### src/rtl/aud_ser_pkg.sv
package aud_ser_pkg;

   localparam int DIV_W = 4;

   typedef enum logic [1:0] {
      LINK_FOLLOW = 2'b00,
      LINK_R512   = 2'b01,
      LINK_R384   = 2'b10,
      LINK_R256   = 2'b11
   } link_mode_e;

   // system clocks per bit clock for a 64-slot frame
   function automatic logic [DIV_W-1:0] clk_per_bit(input logic [1:0] m);
      case (m)
         LINK_R384: clk_per_bit = DIV_W'(6);
         LINK_R256: clk_per_bit = DIV_W'(4);
         default:   clk_per_bit = DIV_W'(8);
      endcase
   endfunction

endpackage

### src/rtl/aud_mclk_gen.sv
module aud_mclk_gen
   import aud_ser_pkg::*;
#(
   parameter int FRAME_BITS = 64
) (
   input  logic             clk,
   input  logic             rst_n,
   input  logic             run,
   input  logic             fmt,
   input  logic [DIV_W-1:0] div,
   output logic             tick,
   output logic             start,
   output logic             lr_new,
   output logic             bck,
   output logic             lrck
);
   localparam int BW = $clog2(FRAME_BITS);

   logic [DIV_W-1:0] cnt, cnt_inc, hi_from;
   logic [BW-1:0]    bitc, bit_nx;

   assign cnt_inc = cnt + 1'b1;
   assign hi_from = div >> 1;
   assign bit_nx  = bitc + 1'b1;

   // a slot ends when the divider wraps; the bit clock falls on that edge
   assign tick   = run && (cnt_inc == div);
   assign start  = tick && (bit_nx[BW-2:0] == '0);
   assign lr_new = bit_nx[BW-1] ^ fmt;
   assign lrck   = run && (bitc[BW-1] ^ fmt);

   always_ff @(posedge clk or negedge rst_n) begin
      if (!rst_n) begin
         cnt  <= '0;
         bitc <= '1;
         bck  <= 1'b0;
      end else if (!run) begin
         cnt  <= '0;
         bitc <= '1;
         bck  <= 1'b0;
      end else if (tick) begin
         cnt  <= '0;
         bck  <= 1'b0;
         bitc <= bit_nx;
      end else begin
         cnt  <= cnt_inc;
         bck  <= (cnt_inc >= hi_from);
      end
   end

endmodule

### src/rtl/aud_slave_sync.sv
module aud_slave_sync #(
   parameter int SYNC_STAGES = 2
) (
   input  logic clk,
   input  logic rst_n,
   input  logic run,
   input  logic bck_in,
   input  logic lrck_in,
   output logic tick,
   output logic start,
   output logic lr_new
);
   logic [SYNC_STAGES:0] b_sh, l_sh;

   for (genvar g = 0; g <= SYNC_STAGES; g++) begin : g_stage
      if (g == 0) begin : g_first
         always_ff @(posedge clk or negedge rst_n) begin
            if (!rst_n) begin
               b_sh[g] <= 1'b0;
               l_sh[g] <= 1'b0;
            end else begin
               b_sh[g] <= bck_in;
               l_sh[g] <= lrck_in;
            end
         end
      end else begin : g_next
         always_ff @(posedge clk or negedge rst_n) begin
            if (!rst_n) begin
               b_sh[g] <= 1'b0;
               l_sh[g] <= 1'b0;
            end else begin
               b_sh[g] <= b_sh[g-1];
               l_sh[g] <= l_sh[g-1];
            end
         end
      end
   end

   logic b_fall, l_chg;
   assign b_fall = b_sh[SYNC_STAGES] & ~b_sh[SYNC_STAGES-1];
   assign l_chg  = l_sh[SYNC_STAGES] ^ l_sh[SYNC_STAGES-1];

   // word clock moves on a falling bit clock, so both land as one slot event
   assign tick   = run && (b_fall || l_chg);
   assign start  = run && l_chg;
   assign lr_new = l_sh[SYNC_STAGES-1];

endmodule

### src/rtl/aud_serializer.sv
module aud_serializer #(
   parameter int W       = 24,
   parameter bit SAT_NEG = 1'b1
) (
   input  logic         clk,
   input  logic         rst_n,
   input  logic         clr,
   input  logic         tick,
   input  logic         start,
   input  logic         fmt,
   input  logic         invert,
   input  logic [W-1:0] word,
   output logic         sdata
);
   logic [W-1:0] neg, word_n, sr;

   if (SAT_NEG) begin : g_sat
      assign neg = (word == {1'b1, {(W-1){1'b0}}}) ? {1'b0, {(W-1){1'b1}}}
                                                  : (~word + 1'b1);
   end else begin : g_wrap
      assign neg = ~word + 1'b1;
   end

   assign word_n = invert ? neg : word;

   always_ff @(posedge clk or negedge rst_n) begin
      if (!rst_n) begin
         sr    <= '0;
         sdata <= 1'b0;
      end else if (clr) begin
         sr    <= '0;
         sdata <= 1'b0;
      end else if (tick) begin
         if (start && fmt) begin
            sdata <= word_n[W-1];
            sr    <= {word_n[W-2:0], 1'b0};
         end else if (start) begin
            sdata <= sr[W-1];
            sr    <= word_n;
         end else begin
            sdata <= sr[W-1];
            sr    <= {sr[W-2:0], 1'b0};
         end
      end
   end

endmodule

### src/rtl/aud_ser_tx.sv
module aud_ser_tx
   import aud_ser_pkg::*;
#(
   parameter int SAMPLE_W    = 24,
   parameter int FRAME_BITS  = 64,
   parameter int SYNC_STAGES = 2,
   parameter bit SAT_NEG     = 1'b1
) (
   input  logic                clk,
   input  logic                rst_n,
   input  logic [1:0]          mode,
   input  logic                fmt,
   input  logic                invert,
   input  logic                pdn,
   input  logic                smp_valid,
   input  logic [SAMPLE_W-1:0] smp_left,
   input  logic [SAMPLE_W-1:0] smp_right,
   input  logic                bck_in,
   input  logic                lrck_in,
   output logic                bck_out,
   output logic                lrck_out,
   output logic                clk_oe,
   output logic                sdata
);
   localparam int BW = $clog2(FRAME_BITS);

   if ((1 << BW) != FRAME_BITS) begin : g_bad_frame
      $error("FRAME_BITS must be a power of two");
   end
   if (SAMPLE_W + 1 > FRAME_BITS / 2) begin : g_bad_width
      $error("SAMPLE_W does not fit a half-frame");
   end
   if (SYNC_STAGES < 2) begin : g_bad_sync
      $error("SYNC_STAGES must be at least 2");
   end

   logic master;
   assign master = (mode != LINK_FOLLOW);
   assign clk_oe = master;

   logic m_tick, m_start, m_lr;
   logic s_tick, s_start, s_lr;

   aud_mclk_gen #(.FRAME_BITS(FRAME_BITS)) u_gen (
      .clk   (clk),
      .rst_n (rst_n),
      .run   (master),
      .fmt   (fmt),
      .div   (clk_per_bit(mode)),
      .tick  (m_tick),
      .start (m_start),
      .lr_new(m_lr),
      .bck   (bck_out),
      .lrck  (lrck_out)
   );

   aud_slave_sync #(.SYNC_STAGES(SYNC_STAGES)) u_sync (
      .clk    (clk),
      .rst_n  (rst_n),
      .run    (!master),
      .bck_in (bck_in),
      .lrck_in(lrck_in),
      .tick   (s_tick),
      .start  (s_start),
      .lr_new (s_lr)
   );

   logic tick, start, lr_new, left_sel;
   assign tick     = master ? m_tick  : s_tick;
   assign start    = master ? m_start : s_start;
   assign lr_new   = master ? m_lr    : s_lr;
   assign left_sel = (lr_new == fmt);

   // pair storage: the right word is frozen when its left partner is loaded
   logic [SAMPLE_W-1:0] hold_l, hold_r, cur_r, word;

   always_ff @(posedge clk or negedge rst_n) begin
      if (!rst_n) begin
         hold_l <= '0;
         hold_r <= '0;
         cur_r  <= '0;
      end else if (pdn) begin
         hold_l <= '0;
         hold_r <= '0;
         cur_r  <= '0;
      end else begin
         if (smp_valid) begin
            hold_l <= smp_left;
            hold_r <= smp_right;
         end
         if (tick && start && left_sel) cur_r <= hold_r;
      end
   end

   assign word = left_sel ? hold_l : cur_r;

   aud_serializer #(.W(SAMPLE_W), .SAT_NEG(SAT_NEG)) u_ser (
      .clk   (clk),
      .rst_n (rst_n),
      .clr   (pdn),
      .tick  (tick),
      .start (start),
      .fmt   (fmt),
      .invert(invert),
      .word  (word),
      .sdata (sdata)
   );

endmodule

### config.mk
export PLATFORM = sky130hd
export DESIGN_NAME = aud_ser_tx
export DESIGN_NICKNAME = d
export VERILOG_FILES = /design/src/rtl/aud_ser_pkg.sv /design/src/rtl/aud_mclk_gen.sv /design/src/rtl/aud_slave_sync.sv /design/src/rtl/aud_serializer.sv /design/src/rtl/aud_ser_tx.sv
export SDC_FILE = /design/constraint.sdc
export NUM_CORES = 1
export LEC_CHECK = 0
export BUFFER_PORTS_ARGS = -buffer_cell sky130_fd_sc_hd__buf_2
export CAP_MARGIN = 25
export CORE_UTILIZATION = 50
export DETAILED_ROUTE_END_ITERATION = 10
export GPL_ROUTABILITY_DRIVEN = 1
export GPL_TIMING_DRIVEN = 0
export PLACE_DENSITY = 0.79
export SKIP_LAST_GASP = 1
export SYNTH_ARGS = -nofsm -noshare
export SYNTH_HDL_FRONTEND = slang
export SYNTH_SLANG_ARGS = --single-unit
### constraint.sdc
create_clock -name clk -period 7.9 [get_ports clk]
set_input_delay 0.395 -clock clk [delete_from_list [all_inputs] [get_ports clk]]
set_output_delay 0.395 -clock clk [all_outputs]
set_load 0.02 [all_outputs]
== After elaboration in Yosys (flattened, before gate mapping) ==
Cells that the tools add are included.

* Muxes and demuxes: 26
* $lt $le $gt $ge: 1
* $add $sub $neg: 3
* Bitwise gates (word level): 6
* Equality and inequality tests: 6
* Reductions and logical operators: 15

{| class="wikitable"
|+ Operators by type and width
! cell !! number
|-
| $mux W24 || 13
|-
| $add A24 B1 Y24 const B || 1
|-
| $eq A24 B24 Y1 const B || 1
|-
| $not A24 Y24 || 1
|-
| $mux W6 || 2
|-
| $logic_and A1 B1 Y1 || 8
|-
| $mux W1 || 8
|-
| $mux W4 || 2
|-
| $pmux W4 S2 || 1
|-
| $reduce_bool A2 Y1 || 4
|-
| $add A6 B1 Y6 const B || 1
|-
| $logic_not A5 Y1 || 1
|-
| $add A4 B1 Y4 const B || 1
|-
| $eq A2 B2 Y1 const B || 2
|-
| $eq A4 B4 Y1 || 1
|-
| $ge A4 B3 Y1 || 1
|-
| $xor A1 B1 Y1 || 3
|-
| $ne A2 B1 Y1 const B || 1
|-
| $and A1 B1 Y1 || 1
|-
| $eq A1 B1 Y1 || 1
|-
| $logic_not A1 Y1 || 1
|-
| $logic_or A1 B1 Y1 || 1
|-
| $not A1 Y1 || 1
|}

* Output and inout bits: 4
* Register bits after elaboration: 114
* Input port bits: 58

== Depth between registers and ports, before layout ==
* Depth in word-level cells: 13
* Depth in mapped cells: 17
* Mapped depth without buffers: 14

== Hierarchy ==
Synthesis repeated with hierarchy kept, for this count alone.

* Cell total of the unflattened synthesis: 618
* Area, all modules: 6590.1 um^2

{| class="wikitable"
|+ Modules (own cells, without submodules)
! module !! seq. area each (um^2) !! cells each !! instances !! area each (um^2)
|-
| aud_ser_tx || 1801.7 || 301 || 1 || 3608.5
|-
| aud_serializer || 625.6 || 233 || 1 || 2040.7
|-
| aud_mclk_gen || 282.8 || 74 || 1 || 762.0
|-
| aud_slave_sync || 150.1 || 10 || 1 || 178.9
|}

== Least setup slack after synthesis ==
Ideal clock, no wire load.

* Path type: register to register
* Start: register u_gen.bitc[0]
* End: register u_ser.sdata
* Data arrival time: 3.763 ns
* Stages on the path, launching flop included: 17
* Path slack: 4.002 ns
* Path through: dfstp_2 nand4_1 or3_4 a31oi_4 buf_6 buf_2 mux2i_1 ha_1 nor4b_1 nand4_1 nor3_1 mux2_4 a21boi_2 and2_1 buf_4 a221oi_1 nor3_1

* Longest elaborated chain between the ends: 12

{| class="wikitable"
|+ Ends and longest elaborated chain
! element !! line !! source
|-
| start, declared || aud_mclk_gen.sv:20 || <nowiki>logic [BW-1:0] bitc, bit_nx;</nowiki>
|-
| start signal, assigned || aud_mclk_gen.sv:44 || <nowiki>bitc <= bit_nx;</nowiki>
|-
| $add A6 B1 Y6 (*) || aud_mclk_gen.sv:24 || <nowiki>assign bit_nx = bitc + 1'b1;</nowiki>
|-
| $xor A1 B1 Y1 || aud_mclk_gen.sv:29 || <nowiki>assign lr_new = bit_nx[BW-1] ^ fmt;</nowiki>
|-
| $mux W1 || aud_ser_tx.sv:71 || <nowiki>assign lr_new = master ? m_lr : s_lr;</nowiki>
|-
| $eq A1 B1 Y1 || aud_ser_tx.sv:72 || <nowiki>assign left_sel = (lr_new == fmt);</nowiki>
|-
| $mux W24 || aud_ser_tx.sv:95 || <nowiki>assign word = left_sel ? hold_l : cur_r;</nowiki>
|-
| $not A24 Y24 || aud_serializer.sv:19 || <nowiki>: (~word + 1'b1);</nowiki>
|-
| $add A24 B1 Y24 || aud_serializer.sv:19 ||
|-
| $mux W24 || aud_serializer.sv:18 || <nowiki>assign neg = (word == {1'b1, {(W-1){1'b0}}}) ? {1'b0, {(W-1){1'b1}}}</nowiki>
|-
| $mux W24 || aud_serializer.sv:24 || <nowiki>assign word_n = invert ? neg : word;</nowiki>
|-
| $mux W1 (*) || aud_serializer.sv:34 || <nowiki>if (start && fmt) begin</nowiki>
|-
| $mux W1 (*) || aud_serializer.sv:33 || <nowiki>end else if (tick) begin</nowiki>
|-
| $mux W1 (*) || aud_serializer.sv:30 || <nowiki>end else if (clr) begin</nowiki>
|-
| end signal, assigned || aud_serializer.sv:35 || <nowiki>sdata <= word_n[W-1];</nowiki>
|-
| end signal, assigned || aud_serializer.sv:38 || <nowiki>sdata <= sr[W-1];</nowiki>
|-
| end signal, assigned || aud_serializer.sv:41 || <nowiki>sdata <= sr[W-1];</nowiki>
|-
| end, declared || aud_serializer.sv:13 || <nowiki>output logic sdata</nowiki>
|}

Every way passes the cells marked *; elsewhere a longest branch is shown, timed or not. The select of a mux whose other input is x is not followed.
A chain may end at the register's enable or synchronous reset.

== Worst setup path after layout ==
* Start: register u_gen.bitc[0]
* End: register u_ser.sr[19]

* Longest elaborated chain between the ends: 13

{| class="wikitable"
|+ Ends and longest elaborated chain
! element !! line !! source
|-
| $add A6 B1 Y6 (*) || aud_mclk_gen.sv:24 ||
|-
| $xor A1 B1 Y1 || aud_mclk_gen.sv:29 ||
|-
| $mux W1 || aud_ser_tx.sv:71 ||
|-
| $eq A1 B1 Y1 || aud_ser_tx.sv:72 ||
|-
| $mux W24 || aud_ser_tx.sv:95 ||
|-
| $not A24 Y24 || aud_serializer.sv:19 ||
|-
| $add A24 B1 Y24 || aud_serializer.sv:19 ||
|-
| $mux W24 || aud_serializer.sv:18 ||
|-
| $mux W24 || aud_serializer.sv:24 ||
|-
| $mux W24 || aud_serializer.sv:37 || <nowiki>end else if (start) begin</nowiki>
|-
| $mux W24 (*) || aud_serializer.sv:34 ||
|-
| $mux W24 (*) || aud_serializer.sv:33 ||
|-
| $mux W24 (*) || aud_serializer.sv:30 ||
|-
| end signal, assigned || aud_serializer.sv:36 || <nowiki>sr <= {word_n[W-2:0], 1'b0};</nowiki>
|-
| end signal, assigned || aud_serializer.sv:39 || <nowiki>sr <= word_n;</nowiki>
|-
| end signal, assigned || aud_serializer.sv:42 || <nowiki>sr <= {sr[W-2:0], 1'b0};</nowiki>
|-
| end, declared || aud_serializer.sv:15 || <nowiki>logic [W-1:0] neg, word_n, sr;</nowiki>
|}

Marks and branches as above.

==> run metrics <==
syn_area_per_cell=9.38 sq um; complex-gate fraction of the synthesized area=0.143; Critical Path AT=slightly above 5000 ps; clk_lat worst skew=430 ps; overall power=around 0.0023 W; clock-pin slew on the worst setup and hold paths=around 50 ps; die width=roughly 120 microns; Iter 0 DRT Violations=around 430; Die Ht=around 120 microns; clk_skew=around 9.3 ps; Pre-Repair DR Iteration Count=5; Worst R2R End=u_ser.sr[19]; Area Growth Syn to Fin=16.9%; Remaining Overflow, GRT=0; crit path kind=reg2reg; endpoints failing setup=0; fin crit share=0.609; FF-to-FF Start=u_gen.bitc[0]; total CTS buffers=17; nets=840; Synth Flop Type=dfrtp_1; Clock Sinks=roughly 110; vias=5576; Port Buf Inserts=58; antenna violations before repair=0; Post-synth EDFFs=0; DRC viols=0; Slew Limit Fails=0; Simple-Gate Fraction of Synth Area=0.190; static leakage=about 3.5 nW; Slew @ Worst Pin=between 800 and 900 ps; die area=around 14000 sq um; Syn Inst Count=between 600 and 700; peak supply drop=approximately 0.18 mV; number of post-CTS setup repair buffers=0; yosys warns=0; mux cell area share after synthesis=0.125; largest cells by area after synthesis=dfrtp_1 41%, mux2i_1 12%, nand2_1 5.3%; Placer Congestion=0.919; critical path startpoint category=flop; r2r setup slk=around 3100 ps; RSZ-0062 raised after global routing=false; Synth Area in XOR/XNOR=0.0523; commonest non-fill, non-tap cells in the layout=108 x dfrtp_1, 93 x nand2_1, 85 x nor2_1; Tot GR Track Use=0.263; Initial Utilization=0.515; hold depth=1; Max Cap Viol=0; placed instance area=between 7000 and 8000 sq um; Fmax achieved=approximately 210 MHz; Seq/Total Area, Yosys=0.438; Design Area, Final=about 7600 sq um; WP data required=approximately 8200 ps; Netlist cell types=67; Slew headroom=0.449; vias per cell=~5.8; Power Density=between 300 and 400 nW/um^2; final cell count without fillers=between 900 and 1000; total negative slack=0 ps; post-cts resize count=0; fraction of the mapped netlist area in adder cells=0.0134; fraction of layout cells with a size suffix above 1=0.159; crit end category=flop; post-route ant nets=0; TritonCTS clock tree=built; vias in the first global route=about 5300; wire per inst=between 15 and 20 microns; cell count of the worst reg-to-reg path=15; ys async rst share=1.00; CTS root buf=clkbuf_16; Hold Path Origin=bck_in; Rows=41; Worst Hold Class=in2reg; Max clock buf depth=2; fill count=1085; largest family of logic cells by synthesized area=simple AND/OR/NAND/NOR gates; core area=approximately 13000 sq um; IO Count=between 60 and 70; ant diodes=0; # H-tree levels=4; Total Wirelength=around 16000 microns; crit-path max FO=10; fin crit period=4810 ps; Synth Cell Area=6530 sq um; most common cell after layout, fill and taps aside=dfrtp_1; Hold Vio Cnt, Final=0; first-pass GRT wire length=~27000 microns; dominant cell type by area after synthesis=dfrtp_1; Placed Instances=slightly above 900; Yosys top cell area share=0.414; FF+latch count, synth=between 100 and 150; pin count of the biggest net entering global routing=75; outcome=completed; Syn Nets=761; Detail Placement HPWL=roughly 12000 microns; WHS Endpoint=u_sync.b_sh[0]
-- final cells by class --
type                    instances  area (sq um)  share of cell area
repair buffers                 60           334              0.0438
flip-flops and latches        114          2860               0.375
plain buffers                  44           213              0.0279
inverters                      10          37.5             0.00492
well taps                     172           215              0.0282
clock buffers                  26           499              0.0654
multi-input cells             528          3420               0.448
clock inverters                 6          55.1             0.00722
-- cell usage after synthesis (3+ instances only) --
library cell	count
o211ai_1	5
nor4_1	5
a31oi_1	4
mux2_2	3
a21oi_1	41
inv_1	8
o41ai_1	4
nand3_1	10
buf_6	3
nand2_1	93
a211oi_1	3
o221ai_1	8
a21o_1	5
dfrtp_1	108
nor2b_1	3
nor2_1	85
clkbuf_1	27
xor2_1	18
or4_1	3
or3_1	6
buf_2	5
ha_1	7
buf_1	6
mux2i_1	75
xnor2_1	21
a22o_1	8
and3_1	3
nor3_1	16
o21ai_0	27
nand2b_1	5
o21ai_1	8
dfstp_2	6
and2_1	6
o31ai_1	9
nand4_1	7
a221oi_1	3
-- report_power, final --
group / internal (W) / leakage [nW] / switching, W
Combinational: 0.000369 / 1.73 / 0.000535
Sequential: 0.000648 / 1.51 / 0.0000540
Clock: 0.000461 / 0.278 / 0.000254
Total: 0.00148 / 3.52 / 0.000843
-- repair_timing --
action                                  CTS  global route
hold buffers                              1             0
endpoints found under the setup margin    0             0
endpoints found under the hold margin    40             0
-- through the flow --
step                       util  worst slack, ps  hold WS (ps)
after floorplan               -             4000          99.4
after global placement    0.555             3240           335
after detailed placement  0.558             3190           334
after CTS                 0.602             3180          62.4
after global routing      0.602             2750          64.4
final                     0.602             3090          78.2
-- cells by family after synthesis --
| kind of cell | Yosys count |
|---|---|
| AO/OA/AOI/OAI | 141 |
| XOR/XNOR | 39 |
| adder cells (fa/ha/maj) | 7 |
| buffers and inverters | 54 |
| flip-flops | 114 |
| multiplexers | 80 |
| AND/OR/NAND/NOR | 261 |
-- how the worst max path moves through the flow --
| stage | endpoint | start | cells past startpoint |
|---|---|---|---|
| floorplan | u_ser.sdata | u_gen.bitc[0] | 16 |
| global placement | u_ser.sdata | u_gen.bitc[0] | 16 |
| detailed placement | u_ser.sdata | u_gen.bitc[0] | 16 |
| CTS | u_ser.sdata | u_gen.bitc[0] | 16 |
| global route | u_ser.sdata | u_gen.bitc[0] | 16 |
| finish | u_ser.sr[19] | u_gen.bitc[0] | 15 |
-- critical path, stage by stage (launching register included) --
cell	delay, ps
dfstp_2	590
nand4_1	130
or3_4	350
a31oi_4	350
buf_6	220
buf_2	250
mux2i_1	360
ha_1	320
nor4b_1	480
nand2_1	270
nor3_1	240
mux2i_1	150
a211o_1	250
a31oi_1	390
nand3_1	140
a22o_1	200
-- routing by layer --
metal	wire length (microns)	vias to the layer above	global-route usage	part of all wire
met5	0	-	0	0
met1	7070	2684	0.338	0.43
met4	467	0	0.135	0.028
li1	-	2623	-	-
met3	1060	37	0.0633	0.064
met2	7860	232	0.415	0.48
-- state kept, by name, summed over array words and instances, names as in the netlist --
signal         cells
u_gen.cnt          4
u_sync.b_sh        3
u_gen.bitc         6
cur_r             24
hold_r            24
u_sync.l_sh        2
u_ser.sdata        1
u_sync.lr_new      1
u_ser.sr          24
u_gen.bck          1
hold_l            24
No activity file was read; power rests on OpenSTA's default activity.
